[src/rtl/pfc_pkg.sv]
// Package: shared types for the phase-frequency comparator.
// Assumes: nothing beyond IEEE 1800-2017.
package pfc_pkg;
    // Drive state of the comparator output.
    typedef enum logic [1:0] {
        ST_RELEASED = 2'b00,
        ST_UP       = 2'b01,
        ST_DOWN     = 2'b10
    } pfc_state_t;

    // Number of comparator inputs handled by the edge front end.
    localparam int unsigned PFC_NUM_INPUTS = 2;
endpackage

[src/rtl/pfc_edge_sense.sv]
// Module: pfc_edge_sense
// Brings one asynchronous pulse input into the clock domain through a
// SYNC_STAGES-deep flop chain, then registers a one-cycle pulse for each
// rising edge seen on the synchronized level.
// Assumes: the input is low while rst_n is low.
module pfc_edge_sense #(
    parameter int unsigned SYNC_STAGES = 2
) (
    input  logic clk,
    input  logic rst_n,
    input  logic din,
    output logic rise_q
);
    localparam int unsigned LAST = SYNC_STAGES - 1;

    logic [LAST:0] sync_r;
    logic          prev_r;

    // Shift the raw input through the synchronizer chain.
    always_ff @(posedge clk) begin
        if (!rst_n) sync_r <= '0;
        else        sync_r <= {sync_r[LAST-1:0], din};
    end

    // Remember the synchronized level and register the rising-edge pulse.
    always_ff @(posedge clk) begin
        if (!rst_n) begin
            prev_r <= 1'b0;
            rise_q <= 1'b0;
        end else begin
            prev_r <= sync_r[LAST];
            rise_q <= sync_r[LAST] & ~prev_r;
        end
    end

    // An edge pulse lasts one cycle only (R7: levels produce no repeat pulses).
    assert_single_pulse_R7: assert property (@(posedge clk) disable iff (!rst_n)
        rise_q |=> !rise_q);
endmodule

[src/rtl/pfc_state_core.sv]
// Module: pfc_state_core
// Three-state tracker. It records which input's rising edge arrived first
// and releases the output when the other input's rising edge follows.
// Assumes: rise_a and rise_b are one-cycle pulses from the edge front end.
module pfc_state_core
    import pfc_pkg::*;
(
    input  logic       clk,
    input  logic       rst_n,
    input  logic       rise_a,
    input  logic       rise_b,
    output pfc_state_t state_q
);
    pfc_state_t state_d;

    // Next-state selection from the detected edges.
    always_comb begin
        state_d = state_q;
        if (rise_a && rise_b) begin
            state_d = ST_RELEASED;
        end else begin
            unique case (state_q)
                ST_RELEASED: begin
                    if (rise_a)      state_d = ST_UP;
                    else if (rise_b) state_d = ST_DOWN;
                end
                ST_UP:   if (rise_b) state_d = ST_RELEASED;
                ST_DOWN: if (rise_a) state_d = ST_RELEASED;
                default: state_d = ST_RELEASED;
            endcase
        end
    end

    // State register with synchronous reset.
    always_ff @(posedge clk) begin
        if (!rst_n) state_q <= ST_RELEASED;
        else        state_q <= state_d;
    end

    assert_a_starts_up_R2: assert property (@(posedge clk) disable iff (!rst_n)
        (state_q == ST_RELEASED && rise_a && !rise_b) |=> state_q == ST_UP);
    assert_b_starts_down_R3: assert property (@(posedge clk) disable iff (!rst_n)
        (state_q == ST_RELEASED && rise_b && !rise_a) |=> state_q == ST_DOWN);
    assert_up_ends_on_b_R4: assert property (@(posedge clk) disable iff (!rst_n)
        (state_q == ST_UP && rise_b && !rise_a) |=> state_q == ST_RELEASED);
    assert_down_ends_on_a_R4: assert property (@(posedge clk) disable iff (!rst_n)
        (state_q == ST_DOWN && rise_a && !rise_b) |=> state_q == ST_RELEASED);
    assert_lead_repeat_holds_R5: assert property (@(posedge clk) disable iff (!rst_n)
        (state_q == ST_UP && rise_a && !rise_b) |=> state_q == ST_UP);
    assert_both_release_R6: assert property (@(posedge clk) disable iff (!rst_n)
        (rise_a && rise_b) |=> state_q == ST_RELEASED);
    assert_no_edge_hold_R7: assert property (@(posedge clk) disable iff (!rst_n)
        (!rise_a && !rise_b) |=> $stable(state_q));
endmodule

[src/rtl/pfc_top.sv]
// Module: pfc_top
// Phase-frequency comparator. Two edge front ends feed the state tracker.
// The tracker state is decoded into a drive-enable and data pair that
// models a three-state pin, plus a lock flag.
// Assumes: sig_a and sig_b are low during reset; every level lasts at least one clock.
module pfc_top
    import pfc_pkg::*;
#(
    parameter int unsigned SYNC_STAGES = 2
) (
    input  logic clk,
    input  logic rst_n,
    input  logic sig_a,
    input  logic sig_b,
    output logic corr_data,
    output logic corr_oe,
    output logic lock_det
);
    logic [PFC_NUM_INPUTS-1:0] raw_in;
    logic [PFC_NUM_INPUTS-1:0] rise_v;
    pfc_state_t                state_q;

    assign raw_in = {sig_b, sig_a};

    // One edge front end per comparator input.
    for (genvar gi = 0; gi < PFC_NUM_INPUTS; gi++) begin : g_edge
        pfc_edge_sense #(.SYNC_STAGES(SYNC_STAGES)) u_edge (
            .clk    (clk),
            .rst_n  (rst_n),
            .din    (raw_in[gi]),
            .rise_q (rise_v[gi])
        );
    end

    pfc_state_core u_core (
        .clk     (clk),
        .rst_n   (rst_n),
        .rise_a  (rise_v[0]),
        .rise_b  (rise_v[1]),
        .state_q (state_q)
    );

    // Decode the tracker state into pin drive and lock indication.
    always_comb begin
        corr_oe   = (state_q != ST_RELEASED);
        corr_data = (state_q == ST_UP);
        lock_det  = (state_q == ST_RELEASED);
    end

    assert_lock_is_released_R8: assert property (@(posedge clk) disable iff (!rst_n)
        lock_det != corr_oe);
    assert_released_data_low_R1: assert property (@(posedge clk) disable iff (!rst_n)
        !corr_oe |-> !corr_data);
endmodule

[config.mk]
export PLATFORM = sky130hd
export DESIGN_NAME = pfc_top
export DESIGN_NICKNAME = d
export VERILOG_FILES = /design/src/rtl/pfc_pkg.sv /design/src/rtl/pfc_edge_sense.sv /design/src/rtl/pfc_state_core.sv /design/src/rtl/pfc_top.sv
export SDC_FILE = /design/constraint.sdc
export NUM_CORES = 1
export LEC_CHECK = 0
export ABC_AREA = 1
export ABC_CLOCK_PERIOD_IN_PS = 1000
export BUFFER_PORTS_ARGS = -buffer_cell sky130_fd_sc_hd__buf_2
export CAP_MARGIN = 25
export CORE_AREA = 5 5 42 44
export CTS_CLUSTER_DIAMETER = 100
export CTS_CLUSTER_SIZE = 8
export DETAILED_ROUTE_END_ITERATION = 8
export DIE_AREA = 0 0 47 49
export GPL_ROUTABILITY_DRIVEN = 0
export PLACE_DENSITY = 0.43
export SLEW_MARGIN = 20
export SYNTH_ARGS = -nofsm -noshare
export SYNTH_HDL_FRONTEND = slang
export SYNTH_SLANG_ARGS = --single-unit
[constraint.sdc]
create_clock -name clk -period 1 [get_ports clk]
set_input_delay 0.1 -clock clk [delete_from_list [all_inputs] [get_ports clk]]
set_output_delay 0.1 -clock clk [all_outputs]
set_load 0.03 [all_outputs]
==> summary.md, run 1 <==
| Metric | Value |
|---|---|
| Status | finished, violations left |
| Failing checks | setup timing |
| Critical Path RT | 0.90 ns |
| P_leak | 0.242 nW |
| First-pass GRT wire length | 779 um |
| Vias | 243 |
| Final period util | 102% |
| Clk buf depth | 2 |
| Largest area contributor in the netlist | dfxtp_1 |
| Dpl ws | 0.180 ns |
| Syn_area_per_cell | 8.33 sq um |
| Yosys reg bits | 10 |
| Post-synthesis sequential area ratio | 63.2% |
| Worst setup SP type | register |
| CTS tree | yes |
| Hold-critical path depth | 3 |
| Global route overflow | 0 |
| Critical Path AT | 0.92 ns |
| Slew Viols, Final | 0 |
| Yosys warns | 0 |
| Drt wl/cell | 7.17 um |
| Initial core utilization | 22.6% |
| Post-Synthesis Cells | 38 |
| Worst-Margin Slew | 0.138 ns |
| Layout cell share with drive strength beyond 1 | 38.8% |
| Mapped cell area | 317 sq um |
| Worst-path fanout max | 3 |
| Final Hold Fails | 0 |
| Placed inst area | 367 sq um |
| Rows | 14 |
| Finished Cell Area | 438 sq um |
| DRC Markers | 0 |
| Initial DRC count | 0 |
| Crit. End Element | output port |
| Core Util, Final | 31.3% |
| Mapped Nets | 42 |
| IO Port Bufs | 6 |
| H-tree levels | 1 |
| Reg2Reg Depth | 4 |
| Placed cell count | 59 |
| Die area | 0.00230 sq mm |
| Power Density | 1930 mW/mm^2 |
| Area Overhead vs Synth | 38.3% |
| Final worst setup slack | -0.0152 ns |
| # nets final | 54 |
| Later-pin clock latency in the skew report | 0.26 ns |
| GRT Overall Usage | 4.81% |
| Vias/cell | 3.74 |
| Worst hold path class | in2reg |
| Clock Sinks | 10 |
| Maximum clock frequency | 0.985 GHz |
| Reg clk slew, reported paths | 0.07 ns |
| I/O Pins | 7 |
| Num CTS Buffers | 3 |
| Synth area leaders | dfxtp_1 63%, nand2_1 12%, inv_1 9.5% |
| Largest net degree at the start of global routing | 9 |
| FFs w/ async S/R, synth | 0% |
| Final WL | 466 um |
| N_diodes | 0 |
| CTS Root Cell | clkbuf_4 |
| Distinct cells, synth | 8 |
| Non-filler cells, final | 65 |
| Top post-synthesis cells by count | 10 x dfxtp_1, 10 x nand2_1, 8 x inv_1, 6 x nor2_1 |
| Hold Buf Count CTS | 0 |
| Peak VDD IR | 0.000682 V |
| Clk_skew | 0.00273 ns |
| Final critical-path required period | 1.02 ns |
| Share of the synthesized area in the top cell type | 63.2% |
| Core Region | 0.00140 sq mm |
| Die W | 47 um |
| Dpl hpwl | 330 um |
| RSZ-0062 raised after global routing | true |
| Max_slew headroom | 90.8% |
| DR pass1 iterations | 1 |
| Remaining antenna violation count | 0 |
| Die height | 49 um |
| Top_reg_cell synth | dfxtp_1 |
| Setup Viol. Count Final | 1 |
| Vias in the first global route | 223 |
| Post-synth EDFFs | 0 |
| Initial antenna violation count | 0 |
| Max_cap viols | 0 |
| Worst Path Class, Setup | reg2out |
[stage by stage]
step	hold slack, ns	total power [mW]	TNS (ns)
floorplan	0.198	0.466	0
global placement	0.280	0.481	0
detailed placement	0.291	0.481	0
CTS	0.0118	0.856	-0.0881
global route	0.0385	0.885	-0.115
finish	0.0179	0.845	-0.0152
[critical path, stage by stage, from the launching register on]
cell     delay (ns)
dfxtp_2        0.34
nor2_4         0.14
inv_2          0.04
buf_6          0.13
[repair_timing]
action | in CTS | in global routing
buffers inserted | 1 | 1
gates resized for setup | 8 | 2
pin swaps | 1 | 1
setup endpoints to repair | 3 | 3
cloned | 0 | 0
[worst paths after layout]
path	startpoint	end	slack (ns)
hold / removal	sig_b	g_edge[1].u_edge.sync_r[0]	0.02
setup / recovery	u_core.state_q[1]	corr_oe	-0.02
hold reg to reg	g_edge[1].u_edge.prev_r	g_edge[1].u_edge.rise_q	0.38
setup reg to reg	u_core.state_q[1]	u_core.state_q[0]	0.20
[per-layer routing]
| layer | vias to the layer above | wire length (um) | global-route usage, % |
|---|---|---|---|
| met5 | - | 0 | 0 |
| met4 | 0 | 0 | 4.15 |
| met3 | 0 | 49 | 2.21 |
| met2 | 7 | 206 | 6.56 |
| met1 | 108 | 209 | 5.35 |
| li1 | 128 | - | - |
[final cells by class]
| type | instances | area, sq um |
|---|---|---|
| Inverter | 8 | 30.0 |
| Timing Repair Buffer | 8 | 60.1 |
| Fill cell | 165 | 963 |
| Sequential cell | 10 | 205 |
| Multi-Input combinational cell | 19 | 86.3 |
| Tap cell | 16 | 20.0 |
| Clock buffer | 4 | 36.3 |
[state kept, by name, indices dropped and copies added (netlist names)]
register and count:
g_edge.u_edge.prev_r 2, g_edge.u_edge.rise_q 2, g_edge.u_edge.sync_r 4, u_core.state_q 2
[kinds of logic after synthesis]
family	Yosys count	share of synthesized area [%]
and+or+nand+nor	18	22.9
DFF	10	63.2
buffers and inverters	9	11.1
AOI/OAI and AO/OA	1	2.77
[cell usage in the layout, fill, tap and decap left out, drive strengths merged]
| master | instances |
|---|---|
| nand2 | 11 |
| inv | 8 |
| clkbuf | 4 |
| a21oi | 1 |
| dfxtp | 10 |
| buf | 8 |
| nor2 | 7 |
[where the power goes]
part           internal, mW  switching, mW  total (mW)
clock                 0.221          0.140       0.361
combinational        0.0297         0.0354      0.0651
sequential            0.411        0.00700       0.418
Power figures use the tool's default switching activity.
==> run 2: changes to the inputs <==
--- a/config.mk
+++ b/config.mk
@@ -6,7 +6,7 @@
 export NUM_CORES = 1
 export LEC_CHECK = 0
 export ABC_AREA = 1
-export ABC_CLOCK_PERIOD_IN_PS = 1000
+export ABC_CLOCK_PERIOD_IN_PS = 1300
 export BUFFER_PORTS_ARGS = -buffer_cell sky130_fd_sc_hd__buf_2
 export CAP_MARGIN = 25
 export CORE_AREA = 5 5 42 44
==> constraint.sdc (replaced) <==
create_clock -name clk -period 1.3 [get_ports clk]
set_input_delay 0.13 -clock clk [delete_from_list [all_inputs] [get_ports clk]]
set_output_delay 0.13 -clock clk [all_outputs]
set_load 0.03 [all_outputs]
==> run 2 against run 1 <==
- the flow now finishes without violations
- hold slack improved by 0.038 ns
- utilization fell by 2.9 points
- clock power fell by 27%
- sequential power fell by 23%
- sequential share of layout area rose by 3.5 points
- cell area fell by 9.1%
- register-to-register slack improved by 0.35 ns
- first-iteration DRC count did not move
- critical endpoint is now lock_det
- critical path type unchanged
- cell count fell by 3.1%
- count of clock-buffer cells in the layout did not move
- flip-flop and latch count did not move
- highest routed layer unchanged
==> summary.md, run 2 (same netlist as run 1, synthesis figures left out) <==
| Metric | Value |
|---|---|
| Status | finished, final reports clean |
| Core Region | 0.00140 sq mm |
| N_diodes | 0 |
| Drt wl/cell | 6.40 um |
| Clk_skew | 0.000456 ns |
| Max_cap viols | 0 |
| Maximum clock frequency | 0.918 GHz |
| Slowest stage delay, CP | 0.33 ns |
| Worst path cell trace | nor2_2, buf_2 |
| Setup Viol. Count Final | 0 |
| Peak VDD IR | 0.000579 V |
| Initial DRC count | 0 |
| Setup TNS | 0 ns |
| Fin Hold WS | 0.0558 ns |
| DR pass1 iterations | 1 |
| Critical Path AT | 0.96 ns |
| RSZ-0062 raised after global routing | false |
| Worst-Margin Slew | 0.155 ns |
| CP max stage cell | dfxtp_1 |
| Total power | 0.624 mW |
| Clock group share of total power | 42.2% |
| Dpl hpwl | 324 um |
| Clock Sinks | 10 |
| Initial core utilization | 22.6% |
| Hold-critical path depth | 3 |
| Global route overflow | 0 |
| Final period util | 83.8% |
| GRT Overall Usage | 4.87% |
| Slew Viols, Final | 0 |
| Worst r2r src | u_core.state_q[1] |
| Placed cell count | 59 |
| Final Hold Fails | 0 |
| Layout cell share with drive strength beyond 1 | 27.7% |
| Vias/cell | 3.52 |
| Later-pin clock latency in the skew report | 0.25 ns |
| IO Port Bufs | 6 |
| Final worst setup slack | 0.210 ns |
| P_sw | 0.124 mW |
| Core Util, Final | 28.4% |
| Worst setup SP type | register |
| Final WL | 403 um |
| Vias | 222 |
| Crit path buffers/inverters | 1 |
| Fillers | 161 |
| Crit. End Element | output port |
| Reg2Reg Depth | 3 |
| Rows | 14 |
| Die W | 47 um |
| Die height | 49 um |
| CTS Root Cell | clkbuf_4 |
| Reg2Reg Setup Slack | 0.55 ns |
| Switch share | 19.8% |
| DRC Markers | 0 |
| Initial antenna violation count | 0 |
| Finished Cell Area | 398 sq um |
| Reg2reg end | u_core.state_q[0] |
| Non-filler cells, final | 63 |
| Worst Path Class, Setup | reg2out |
| Hold Path Origin | sig_b |
| Num CTS Buffers | 3 |
| H-tree levels | 1 |
| P_leak | 0.227 nW |
| Final critical-path required period | 1.09 ns |
| Commonest cells after routing, fill and taps aside | 10 x nand2_1, 10 x dfxtp_1, 8 x inv_1 |
| Critical Path RT | 1.17 ns |
| Die area | 0.00230 sq mm |
| Worst hold path class | in2reg |
| Placed inst area | 362 sq um |
| Post-CTS Setup Bufs | 0 |
| Worst path depth | 2 |
| Max_slew headroom | 89.7% |
| I/O Pins | 7 |
| Power Density | 1570 mW/mm^2 |
| Internal power | 0.501 mW |
| First-pass GRT wire length | 772 um |
| Reg clk slew, reported paths | 0.06 ns |
| CP delay by family, top | flip-flops |
| # nets final | 52 |
| Largest register FFs | 4 |
| WHS Endpoint | g_edge[1].u_edge.sync_r[0] |
| Combinational Power Share | 6.2% |
| Hold Buf Count CTS | 0 |
| Sequential Power Share | 51.6% |
| Remaining antenna violation count | 0 |
| Vias in the first global route | 195 |
| Post-cts resize count | 0 |
| CTS tree | yes |
| Clk buf depth | 2 |
| Largest net degree at the start of global routing | 9 |
| Worst-path fanout max | 3 |
| Most flop-heavy register | g_edge.u_edge.sync_r |
| Dpl ws | 0.477 ns |
| Area Overhead vs Synth | 25.7% |
-- run 2: final cells by class --
| class | count | area, sq um | share of cell area, % |
|---|---|---|---|
| clock buffer | 4 | 36.3 | 9.12 |
| inverter | 8 | 30.0 | 7.55 |
| multi-input combinational | 19 | 81.3 | 20.4 |
| sequential | 10 | 200 | 50.3 |
| tap | 16 | 20.0 | 5.03 |
| timing repair buffer | 6 | 30.0 | 7.55 |
-- run 2: layer usage --
layer | track usage [%] | vias to the layer above | share of wire, %
met3 | 2.21 | 0 | 11
met2 | 5.43 | 7 | 40
met4 | 4.15 | 0 | 0
li1 | - | 125 | -
met1 | 6.65 | 90 | 48
met5 | 0 | - | 0
-- run 2: power groups by stage --
stage / clock, mW / sequential [mW] / combinational, mW
final: 0.263 / 0.322 / 0.0385
after global routing: 0.290 / 0.323 / 0.0452
after CTS: 0.275 / 0.322 / 0.0393
after detailed placement: 0 / 0.329 / 0.0393
after global placement: 0 / 0.329 / 0.0392
after floorplan: 0 / 0.328 / 0.0289
-- run 2: worst reg2reg max path, cell delays in order, from the launching register on --
cell and delay [ns]:
dfxtp_1 0.33, nor2_1 0.14, nand2_1 0.08, a21oi_2 0.13
-- run 2: how the worst max path moves through the flow --
stage	startpoint	endpoint
after floorplan	u_core.state_q[1]	corr_oe
after global placement	u_core.state_q[1]	lock_det
after detailed placement	u_core.state_q[1]	lock_det
after CTS	u_core.state_q[1]	lock_det
after global routing	u_core.state_q[0]	corr_data
final	u_core.state_q[1]	lock_det
